## src/rtl/nic_csr_pkg.sv

```systemverilog
`timescale 1ns/1ps
package nic_csr_pkg;
  localparam int CSR_W  = 16;

  // bit positions inside register 0
  localparam int B_ERR  = 15;
  localparam int B_BABL = 14;
  localparam int B_CERR = 13;
  localparam int B_MISS = 12;
  localparam int B_MERR = 11;
  localparam int B_RINT = 10;
  localparam int B_TINT = 9;
  localparam int B_IDON = 8;
  localparam int B_INTR = 7;
  localparam int B_INEA = 6;
  localparam int B_RXON = 5;
  localparam int B_TXON = 4;
  localparam int B_TDMD = 3;
  localparam int B_STOP = 2;
  localparam int B_STRT = 1;
  localparam int B_INIT = 0;

  // flags cleared by writing one
  localparam logic [CSR_W-1:0] W1C_MASK = 16'h7F00;
  // flags raised by engine events
  localparam logic [CSR_W-1:0] EVT_MASK = 16'h7E00;
  // value after reset
  localparam logic [CSR_W-1:0] CSR0_RESET = 16'h0004;
endpackage

```

## src/rtl/nic_csr_primary.sv

```systemverilog
`timescale 1ns/1ps
module nic_csr_primary
  import nic_csr_pkg::*;
(
  input  logic             clk,
  input  logic             rst,
  input  logic             wr_en,
  input  logic [CSR_W-1:0] wdata,
  input  logic [CSR_W-1:0] evt_vec,
  input  logic             init_done,
  input  logic             poll_ack,
  input  logic [1:0]       mode,
  output logic [CSR_W-1:0] csr_q,
  output logic             irq_q
);
  logic [CSR_W-1:0] nxt;

  always_comb begin
    nxt = csr_q;
    if (poll_ack)
      nxt[B_TDMD] = 1'b0;
    if (wr_en) begin
      nxt = nxt & ~(wdata & W1C_MASK);
      nxt[B_TDMD] = nxt[B_TDMD] | wdata[B_TDMD];
      if (wdata[B_STRT]) begin
        nxt[B_STRT] = 1'b1;
        nxt[B_STOP] = 1'b0;
      end
      if (wdata[B_INIT]) begin
        nxt[B_INIT] = 1'b1;
        nxt[B_STOP] = 1'b0;
      end
      if (wdata[B_STOP]) begin
        nxt[B_STOP] = 1'b1;
        nxt[B_STRT] = 1'b0;
        nxt[B_INIT] = 1'b0;
      end
      nxt[B_INEA] = wdata[B_INEA];
    end
    nxt = nxt | (evt_vec & EVT_MASK);
    if (init_done && nxt[B_INIT]) begin
      nxt[B_IDON] = 1'b1;
      nxt[B_INIT] = 1'b0;
      nxt[B_RXON] = ~mode[0];
      nxt[B_TXON] = ~mode[1];
    end
    if (nxt[B_MERR]) begin
      nxt[B_RXON] = 1'b0;
      nxt[B_TXON] = 1'b0;
    end
    if (nxt[B_STOP])
      nxt[B_IDON] = 1'b0;
    nxt[B_ERR]  = nxt[B_BABL] | nxt[B_CERR] | nxt[B_MISS] | nxt[B_MERR];
    nxt[B_INTR] = nxt[B_BABL] | nxt[B_MISS] | nxt[B_MERR] |
                  nxt[B_RINT] | nxt[B_TINT] | nxt[B_IDON];
  end

  always_ff @(posedge clk) begin
    if (rst) begin
      csr_q <= CSR0_RESET;
      irq_q <= 1'b0;
    end else begin
      csr_q <= nxt;
      irq_q <= nxt[B_INTR] & nxt[B_INEA];
    end
  end
endmodule

```

## src/rtl/nic_csr_aux_file.sv

```systemverilog
`timescale 1ns/1ps
module nic_csr_aux_file #(
  parameter int DATA_W   = 16,
  parameter int NUM_REGS = 4,
  localparam int SEL_W   = $clog2(NUM_REGS)
) (
  input  logic              clk,
  input  logic              rst,
  input  logic              sel_wr,
  input  logic              data_wr,
  input  logic [DATA_W-1:0] wdata,
  output logic [SEL_W-1:0]  sel_q,
  output logic [DATA_W-1:0] aux_rd
);
  logic [NUM_REGS-1:1][DATA_W-1:0] aux_q;

  always_ff @(posedge clk) begin
    if (rst) begin
      sel_q <= '0;
      aux_q <= '0;
    end else begin
      if (sel_wr)
        sel_q <= wdata[SEL_W-1:0];
      for (int i = 1; i < NUM_REGS; i++)
        if (data_wr && sel_q == SEL_W'(i))
          aux_q[i] <= wdata;
    end
  end

  always_comb begin
    aux_rd = '0;
    for (int i = 1; i < NUM_REGS; i++)
      if (sel_q == SEL_W'(i))
        aux_rd = aux_q[i];
  end
endmodule

```

## src/rtl/nic_csr_readback.sv

```systemverilog
`timescale 1ns/1ps
module nic_csr_readback #(
  parameter int DATA_W = 16,
  parameter int SEL_W  = 2
) (
  input  logic              clk,
  input  logic              rst,
  input  logic              addr,
  input  logic [SEL_W-1:0]  sel,
  input  logic [DATA_W-1:0] csr0,
  input  logic [DATA_W-1:0] aux_rd,
  output logic [DATA_W-1:0] rdata_q
);
  logic [DATA_W-1:0] mux;

  always_comb begin
    if (addr)
      mux = DATA_W'(sel);
    else if (sel == '0)
      mux = csr0;
    else
      mux = aux_rd;
  end

  always_ff @(posedge clk) begin
    if (rst) rdata_q <= '0;
    else     rdata_q <= mux;
  end
endmodule

```

## src/rtl/nic_csr_block.sv

```systemverilog
`timescale 1ns/1ps
module nic_csr_block
  import nic_csr_pkg::*;
#(
  parameter int NUM_REGS = 4,
  localparam int SEL_W   = $clog2(NUM_REGS)
) (
  input  logic             clk,
  input  logic             rst,
  input  logic             bus_addr,
  input  logic             bus_we,
  input  logic [CSR_W-1:0] bus_wdata,
  output logic [CSR_W-1:0] bus_rdata,
  input  logic             evt_babble,
  input  logic             evt_coll_err,
  input  logic             evt_missed,
  input  logic             evt_mem_err,
  input  logic             evt_rx_done,
  input  logic             evt_tx_done,
  input  logic             evt_init_done,
  input  logic             evt_poll_ack,
  input  logic [1:0]       init_mode,
  output logic             cmd_start,
  output logic             cmd_init,
  output logic             cmd_tx_demand,
  output logic             stopped,
  output logic             rx_enable,
  output logic             tx_enable,
  output logic             irq
);
  logic [SEL_W-1:0] sel_q;
  logic [CSR_W-1:0] aux_rd;
  logic [CSR_W-1:0] csr_q;
  logic [CSR_W-1:0] evt_vec;
  logic             sel_wr, data_wr_aux, data_wr_csr0;

  assign sel_wr       = bus_we &  bus_addr;
  assign data_wr_csr0 = bus_we & ~bus_addr & (sel_q == '0);
  assign data_wr_aux  = bus_we & ~bus_addr & (sel_q != '0);

  always_comb begin
    evt_vec          = '0;
    evt_vec[B_BABL]  = evt_babble;
    evt_vec[B_CERR]  = evt_coll_err;
    evt_vec[B_MISS]  = evt_missed;
    evt_vec[B_MERR]  = evt_mem_err;
    evt_vec[B_RINT]  = evt_rx_done;
    evt_vec[B_TINT]  = evt_tx_done;
  end

  nic_csr_aux_file #(.DATA_W(CSR_W), .NUM_REGS(NUM_REGS)) u_aux (
    .clk(clk), .rst(rst), .sel_wr(sel_wr), .data_wr(data_wr_aux),
    .wdata(bus_wdata), .sel_q(sel_q), .aux_rd(aux_rd)
  );

  nic_csr_primary u_primary (
    .clk(clk), .rst(rst), .wr_en(data_wr_csr0), .wdata(bus_wdata),
    .evt_vec(evt_vec), .init_done(evt_init_done), .poll_ack(evt_poll_ack),
    .mode(init_mode), .csr_q(csr_q), .irq_q(irq)
  );

  nic_csr_readback #(.DATA_W(CSR_W), .SEL_W(SEL_W)) u_rb (
    .clk(clk), .rst(rst), .addr(bus_addr), .sel(sel_q), .csr0(csr_q),
    .aux_rd(aux_rd), .rdata_q(bus_rdata)
  );

  assign cmd_start     = csr_q[B_STRT];
  assign cmd_init      = csr_q[B_INIT];
  assign cmd_tx_demand = csr_q[B_TDMD];
  assign stopped       = csr_q[B_STOP];
  assign rx_enable     = csr_q[B_RXON];
  assign tx_enable     = csr_q[B_TXON];
endmodule

```

## config.mk

```make
export PLATFORM = sky130hd
export DESIGN_NAME = nic_csr_block
export DESIGN_NICKNAME = d
export VERILOG_FILES = /design/src/rtl/nic_csr_pkg.sv /design/src/rtl/nic_csr_primary.sv /design/src/rtl/nic_csr_aux_file.sv /design/src/rtl/nic_csr_readback.sv /design/src/rtl/nic_csr_block.sv
export SDC_FILE = /design/constraint.sdc
export NUM_CORES = 1
export LEC_CHECK = 0
export CAP_MARGIN = 20
export CORE_MARGIN = 10
export CORE_UTILIZATION = 30
export CTS_BUF_LIST = sky130_fd_sc_hd__clkbuf_8
export DETAILED_ROUTE_END_ITERATION = 12
export DONT_BUFFER_PORTS = 1
export MAX_ROUTING_LAYER = met4
export PLACE_DENSITY_LB_ADDON = 0.12
export SLEW_MARGIN = 0
export SYNTH_ARGS = -nofsm -noshare
export SYNTH_HDL_FRONTEND = slang
export SYNTH_SLANG_ARGS = --single-unit
```

## constraint.sdc

```tcl
create_clock -name clk -period 4 [get_ports clk]
set_clock_uncertainty 0.05 [all_clocks]
set_input_delay 0.8 -clock clk [delete_from_list [all_inputs] [get_ports clk]]
set_output_delay 0.8 -clock clk [all_outputs]
set_load 0.05 [all_outputs]
```

### Word-level counts from Yosys, hierarchy flattened

Index checks and enable logic that the tools add are counted.

| word-level totals | value |
|---|---|
| flip-flop bits (word level) | 83 |
| bits of input ports | 30 |
| word-level logic and storage cells | 56 |

| operators by class | value |
|---|---|
| eq/ne operators | 3 |
| muxes and demuxes | 14 |
| bitwise logic cells | 20 |
| reductions and logical operators | 9 |

Operator list:

| kind | number |
|---|---|
| 2-to-1 mux 16 bit | 4 |
| bitwise AND 15 bit | 1 |
| 2-to-1 mux 15 bit | 1 |
| NOT 15 bit | 1 |
| bitwise OR 15 bit | 1 |
| bitwise OR 1 bit | 9 |
| 2-to-1 mux 2 bit | 3 |
| OR reduction 2 bit | 3 |
| bitwise AND 1 bit | 5 |
| 2-to-1 mux 1 bit | 5 |
| == test 2 bit, second input constant | 2 |
| logical AND 1 bit | 4 |
| 2-to-1 mux 3 bit | 1 |
| NOT 1 bit | 3 |
| == test 2 x 1 -> 1 bit, second input constant | 1 |
| logical NOT 2 bit | 1 |
| nonzero test 2 bit | 1 |

### Logic depth before layout (Yosys ltp)

| logic depth | value |
|---|---|
| depth after elaboration | 13 |
| mapped depth | 7 |
| mapped depth without buffers | 5 |

### By module

Synthesis repeated with hierarchy kept, for this count alone.

| unflattened totals | value |
|---|---|
| cells, all modules | 379 |
| area, all modules | 3742.3 sq um |

Modules (own cells, without submodules):

| module | instances | cells an instance | area an instance (sq um) |
|---|---|---|---|
| nic_csr_aux_file | 1 | 227 | 2404.8 |
| nic_csr_primary | 1 | 71 | 690.7 |
| nic_csr_readback | 1 | 75 | 604.3 |
| nic_csr_block | 1 | 6 | 42.5 |

### Least setup slack after synthesis

OpenSTA, ideal clock, no wires.

| timing path | value |
|---|---|
| path type | input to register |
| start point | in bus_addr |
| end point | reg u_primary.csr_q[7] |
| library setup time | 127 ps |
| data arrival time | 2012 ps |
| data required time | 3823 ps |
| path slack | 1810 ps |
| stages | 7 |
| buffers on the path | 2 |
| cells stage by stage | buf_2 > nor4b_4 > buf_6 > a31oi_1 > nor4_2 > o2111ai_1 > nor2b_1 |

| on the way | value |
|---|---|
| word-level cells in the longest chain between the ends | 10 |

RTL lines:

| element | line | text |
|---|---|---|
| start, declared | nic_csr_block.sv:10 | `input logic bus_addr,` |
| NOT 1 bit * | nic_csr_block.sv:38 | `assign data_wr_csr0 = bus_we & ~bus_addr & (sel_q == '0);` |
| bitwise AND 1 bit * (2 in series) | nic_csr_block.sv:38 |  |
| 2-to-1 mux 15 bit * | nic_csr_primary.sv:22 | `if (wr_en) begin` |
| bitwise OR 15 bit * | nic_csr_primary.sv:40 | `nxt = nxt \| (evt_vec & EVT_MASK);` |
| bitwise OR 1 bit (3 in series) | nic_csr_primary.sv:54 | `nxt[B_INTR] = nxt[B_BABL] \| nxt[B_MISS] \| nxt[B_MERR] \|` |
| bitwise OR 1 bit | nic_csr_primary.sv:55 | `nxt[B_RINT] \| nxt[B_TINT] \| nxt[B_IDON];` |
| bitwise OR 1 bit * | nic_csr_primary.sv:55 |  |
| end signal, assigned | nic_csr_primary.sv:63 | `csr_q <= nxt;` |
| end, declared | nic_csr_primary.sv:13 | `output logic [CSR_W-1:0] csr_q,` |

Every way passes the cells marked *; elsewhere a longest branch is shown, timed or not.
A chain may end at the register's enable or synchronous reset.

### Worst setup path in the final report

| timing path | value |
|---|---|
| start point | reg u_aux.sel_q[1] |
| end point | reg u_primary.irq_q |

| on the way | value |
|---|---|
| word-level cells in the longest chain between the ends | 10 |

RTL lines:

| element | line | text |
|---|---|---|
| start, declared | nic_csr_aux_file.sv:12 | `output logic [SEL_W-1:0] sel_q,` |
| start signal, assigned | nic_csr_aux_file.sv:23 | `sel_q <= wdata[SEL_W-1:0];` |
| logical NOT 2 bit * | nic_csr_block.sv:38 |  |
| bitwise AND 1 bit * | nic_csr_block.sv:38 |  |
| 2-to-1 mux 15 bit * | nic_csr_primary.sv:22 |  |
| bitwise OR 15 bit * | nic_csr_primary.sv:40 |  |
| bitwise OR 1 bit (3 in series) | nic_csr_primary.sv:54 |  |
| bitwise OR 1 bit (2 in series) | nic_csr_primary.sv:55 |  |
| bitwise AND 1 bit * | nic_csr_primary.sv:64 | `irq_q <= nxt[B_INTR] & nxt[B_INEA];` |
| end signal, assigned | nic_csr_primary.sv:64 |  |
| end, declared | nic_csr_primary.sv:14 | `output logic irq_q` |

Marked as above.

==> impl_results.rst <==
.. list-table::
   :header-rows: 1

   * - Metric
     - Value
   * - Run status
     - finished, final reports clean
   * - Via count of the first global-routing pass
     - 2393
   * - Placeable core region
     - 0.0107 mm²
   * - CTS clk-pin slew, worst paths
     - 80 ps
   * - Startpoint type of the worst setup path
     - flip-flop
   * - Unrepaired setup endpoints after global routing
     - no
   * - Flip-flop and latch count after synthesis
     - 83
   * - Ys flop type
     - sky130_fd_sc_hd__dfxtp_1
   * - Power density relative to cell area
     - 443 mW/mm²
   * - Share of the core filled with cells
     - 0.329
   * - Fin crit period
     - 2550 ps
   * - Tightest Hold Check Type
     - reg2reg
   * - Met3 routed wirelength
     - 512 µm
   * - Maximum buffer depth of the clock tree
     - 2
   * - Antenna violations before repair
     - 0
   * - Share of the yosys chip area belonging to registers
     - 0.509
   * - Area used by sequential logic in the layout
     - 0.00166 mm²
   * - Global-route congestion overflow total
     - 0
   * - Mapped cell area
     - 0.00326 mm²
   * - Max Clock Freq
     - 0.392 GHz
   * - Number of top-level design ports
     - 53
   * - Layout cell share with drive strength beyond 1
     - 0.115
   * - Slowest stage delay, CP
     - 840 ps
   * - Router iterations before antenna repair
     - 4
   * - Number of pins exceeding their max-slew limit in the final report
     - 0
   * - CTS sink cnt
     - 83
   * - Number of placement rows
     - 38
   * - WL per Instance
     - 18.4 µm
   * - Total setup buffers inserted after CTS
     - 0
   * - Via count of the routed design
     - 2355
   * - WS Path Type
     - reg2reg
   * - Required time of the critical path
     - 4210 ps
   * - WL final
     - 9130 µm
   * - Vias per cell
     - 4.76
   * - Number of warnings printed during yosys synthesis
     - 0
   * - Count of final hold-check violations
     - 0
   * - Maximum vdd drop
     - 0.134 mV
   * - Iteration-0 DRC Markers
     - 174
   * - Final routed DRC violation total
     - 0
   * - Global-route wire length before repair
     - 14500 µm
   * - Clock tree from TritonCTS
     - built
   * - Footprint of the multi-input gates
     - 0.00147 mm²
   * - Fill count
     - 1159
   * - Signed area change from the synthesized netlist to the final layout
     - 8.43%
   * - Pin count of the biggest net entering global routing
     - 67
   * - Worst slew pin tran
     - 837 ps
   * - Die span in y
     - 124 µm
   * - Maximum fanout along the worst path
     - 17
   * - Die outline area
     - 0.0155 mm²
   * - Antenna viol nets, final
     - 0
   * - Die Width
     - 124 µm
   * - All-Layer GR Usage
     - 0.123
   * - Cell at the slowest stage of the critical path
     - sky130_fd_sc_hd__nor4b_4
   * - Design Power
     - 1.57 mW
   * - Routability Congestion
     - 0.771
   * - Net count of the finished layout
     - 380
   * - Antenna diodes
     - 0
   * - Net Count, Synth
     - 390
   * - Crit end category
     - flip-flop
   * - Uppermost signal routing layer after detailed routing
     - met4
   * - Maximum level of the CTS H-tree
     - 3
   * - Setup-failing EPs final
     - 0
   * - Post-route clock period utilization
     - 0.638
   * - Max-slew headroom at the worst pin
     - 0.440
   * - Per-instance average area after synthesis
     - 9.07 µm²
   * - DP Wirelength
     - 6160 µm
   * - Most frequent standard cell in the layout excluding fill and tap cells
     - sky130_fd_sc_hd__nand2_1
   * - Post-CTS resize count
     - 0
   * - Wire length on met2
     - 4110 µm
   * - Clock latency on the worst-skew pair
     - 360 ps
   * - Crit-path cells
     - nor4b_4 -> a31oi_1 -> nor4_2 -> o2111ai_1 -> and2_1
   * - TritonCTS Buffers
     - 9
   * - Number of buffers inserted by port buffering
     - 0
   * - Initial Util
     - 0.304
   * - EDFF count, synth
     - 0
   * - Wire length the detailed router placed on met1
     - 4260 µm
   * - Final sum of negative setup slack
     - 0 ps
   * - Leakage component of the power
     - 1.15 nW
   * - Gate Count Post-Synth
     - 360
   * - Quantity of hold-fixing buffers added after cts
     - 0
   * - Max-cap check violation count
     - 0
   * - Signal arrival time at the worst endpoint
     - 2760 ps
   * - Most frequent cells in the layout
     - 107 x sky130_fd_sc_hd__nand2_1, 83 x sky130_fd_sc_hd__dfxtp_1, 58 x sky130_fd_sc_hd__a21oi_1
   * - Number of distinct library cells after synthesis
     - 36
   * - Share of synthesized flip-flops with an asynchronous set or reset
     - 0
   * - Clock Root Buffer
     - sky130_fd_sc_hd__clkbuf_8
-- cell families (layout without fill, tap and decap cells) --
family                 Yosys count  in the layout  synth area share
and+or+nand+nor                164            164             0.230
DFF                             83             83             0.509
AOI/OAI and AO/OA               69             69             0.114
muxes                           17             17             0.106
buffers and inverters           27             22            0.0402
-- synth_stat cells (2+ instances only) --
cell                          n  area share
sky130_fd_sc_hd__nand2_1    107        0.12
sky130_fd_sc_hd__dfxtp_1     83        0.51
sky130_fd_sc_hd__a21oi_1     58       0.089
sky130_fd_sc_hd__nor2_1      19       0.022
sky130_fd_sc_hd__nor2b_1     19       0.036
sky130_fd_sc_hd__clkbuf_1    14       0.016
sky130_fd_sc_hd__mux4_2      14       0.097
sky130_fd_sc_hd__buf_2        6      0.0092
sky130_fd_sc_hd__buf_6        3       0.010
sky130_fd_sc_hd__nand3_1      3      0.0046
sky130_fd_sc_hd__a2111oi_1    2      0.0061
sky130_fd_sc_hd__a31oi_1      2      0.0038
sky130_fd_sc_hd__buf_1        2      0.0023
sky130_fd_sc_hd__inv_1        2      0.0023
sky130_fd_sc_hd__mux2i_1      2      0.0061
sky130_fd_sc_hd__nand2b_1     2      0.0038
sky130_fd_sc_hd__o21ai_0      2      0.0031
sky130_fd_sc_hd__or2_2        2      0.0038
-- cell type report --
type,instances,area share
multi-input combinational,250,0.416
clock inverter,6,0.0159
inverter,2,0.00212
sequential,83,0.469
tap,140,0.0495
timing repair buffer,4,0.00848
clock buffer,10,0.0389
-- metrics by stage --
stage | hold WS (ps) | area, µm² | setup WS, ps | cells
global placement | 383 | 3350 | 1390 | 479
global route | 414 | 3540 | 1120 | 495
detailed placement | 390 | 3350 | 1330 | 479
floorplan | 383 | 3260 | 1810 | 360
CTS | 402 | 3540 | 1380 | 495
finish | 400 | 3540 | 1450 | 495
-- state kept, by name, indices dropped and copies added (netlist names) --
name and flops:
u_primary.irq_q 1, u_aux.aux_q 48, u_aux.sel_q 2, u_primary.csr_q 16, u_rb.rdata_q 16
-- worst max-delay path: cells and delay by family, from the launching register on --
| family | cells | cell delay, ps |
|---|---|---|
| AND/OR/NAND/NOR | 3 | 1350 |
| flip-flops | 1 | 580 |
| AO/OA/AOI/OAI | 2 | 480 |
-- path summary, 6_finish.rpt --
path,startpoint,end,slack (ps),cells after the start
max,u_aux.sel_q[1]$_SDFFE_PP0P_,u_primary.irq_q$_SDFF_PP0_,1450,5
min reg2reg,u_aux.aux_q[35]$_SDFFE_PP0P_,u_aux.aux_q[35]$_SDFFE_PP0P_,400,2
max reg2reg,u_aux.sel_q[1]$_SDFFE_PP0P_,u_primary.irq_q$_SDFF_PP0_,1450,5
min,u_aux.aux_q[35]$_SDFFE_PP0P_,u_aux.aux_q[35]$_SDFFE_PP0P_,400,2
-- where the power goes --
| part | internal (mW) | switching [mW] |
|---|---|---|
| Clock | 0.300 | 0.308 |
| Combinational | 0.0371 | 0.0356 |
| Sequential | 0.844 | 0.0418 |
| Total | 1.18 | 0.385 |
-- per-layer routing --
layer  GRT usage  vias to the layer above
met1       0.146                     1100
met5           -                        -
met4      0.0644                        0
li1            -                     1187
met3      0.0391                       18
met2       0.182                       50
Power figures use the tool's default switching activity.
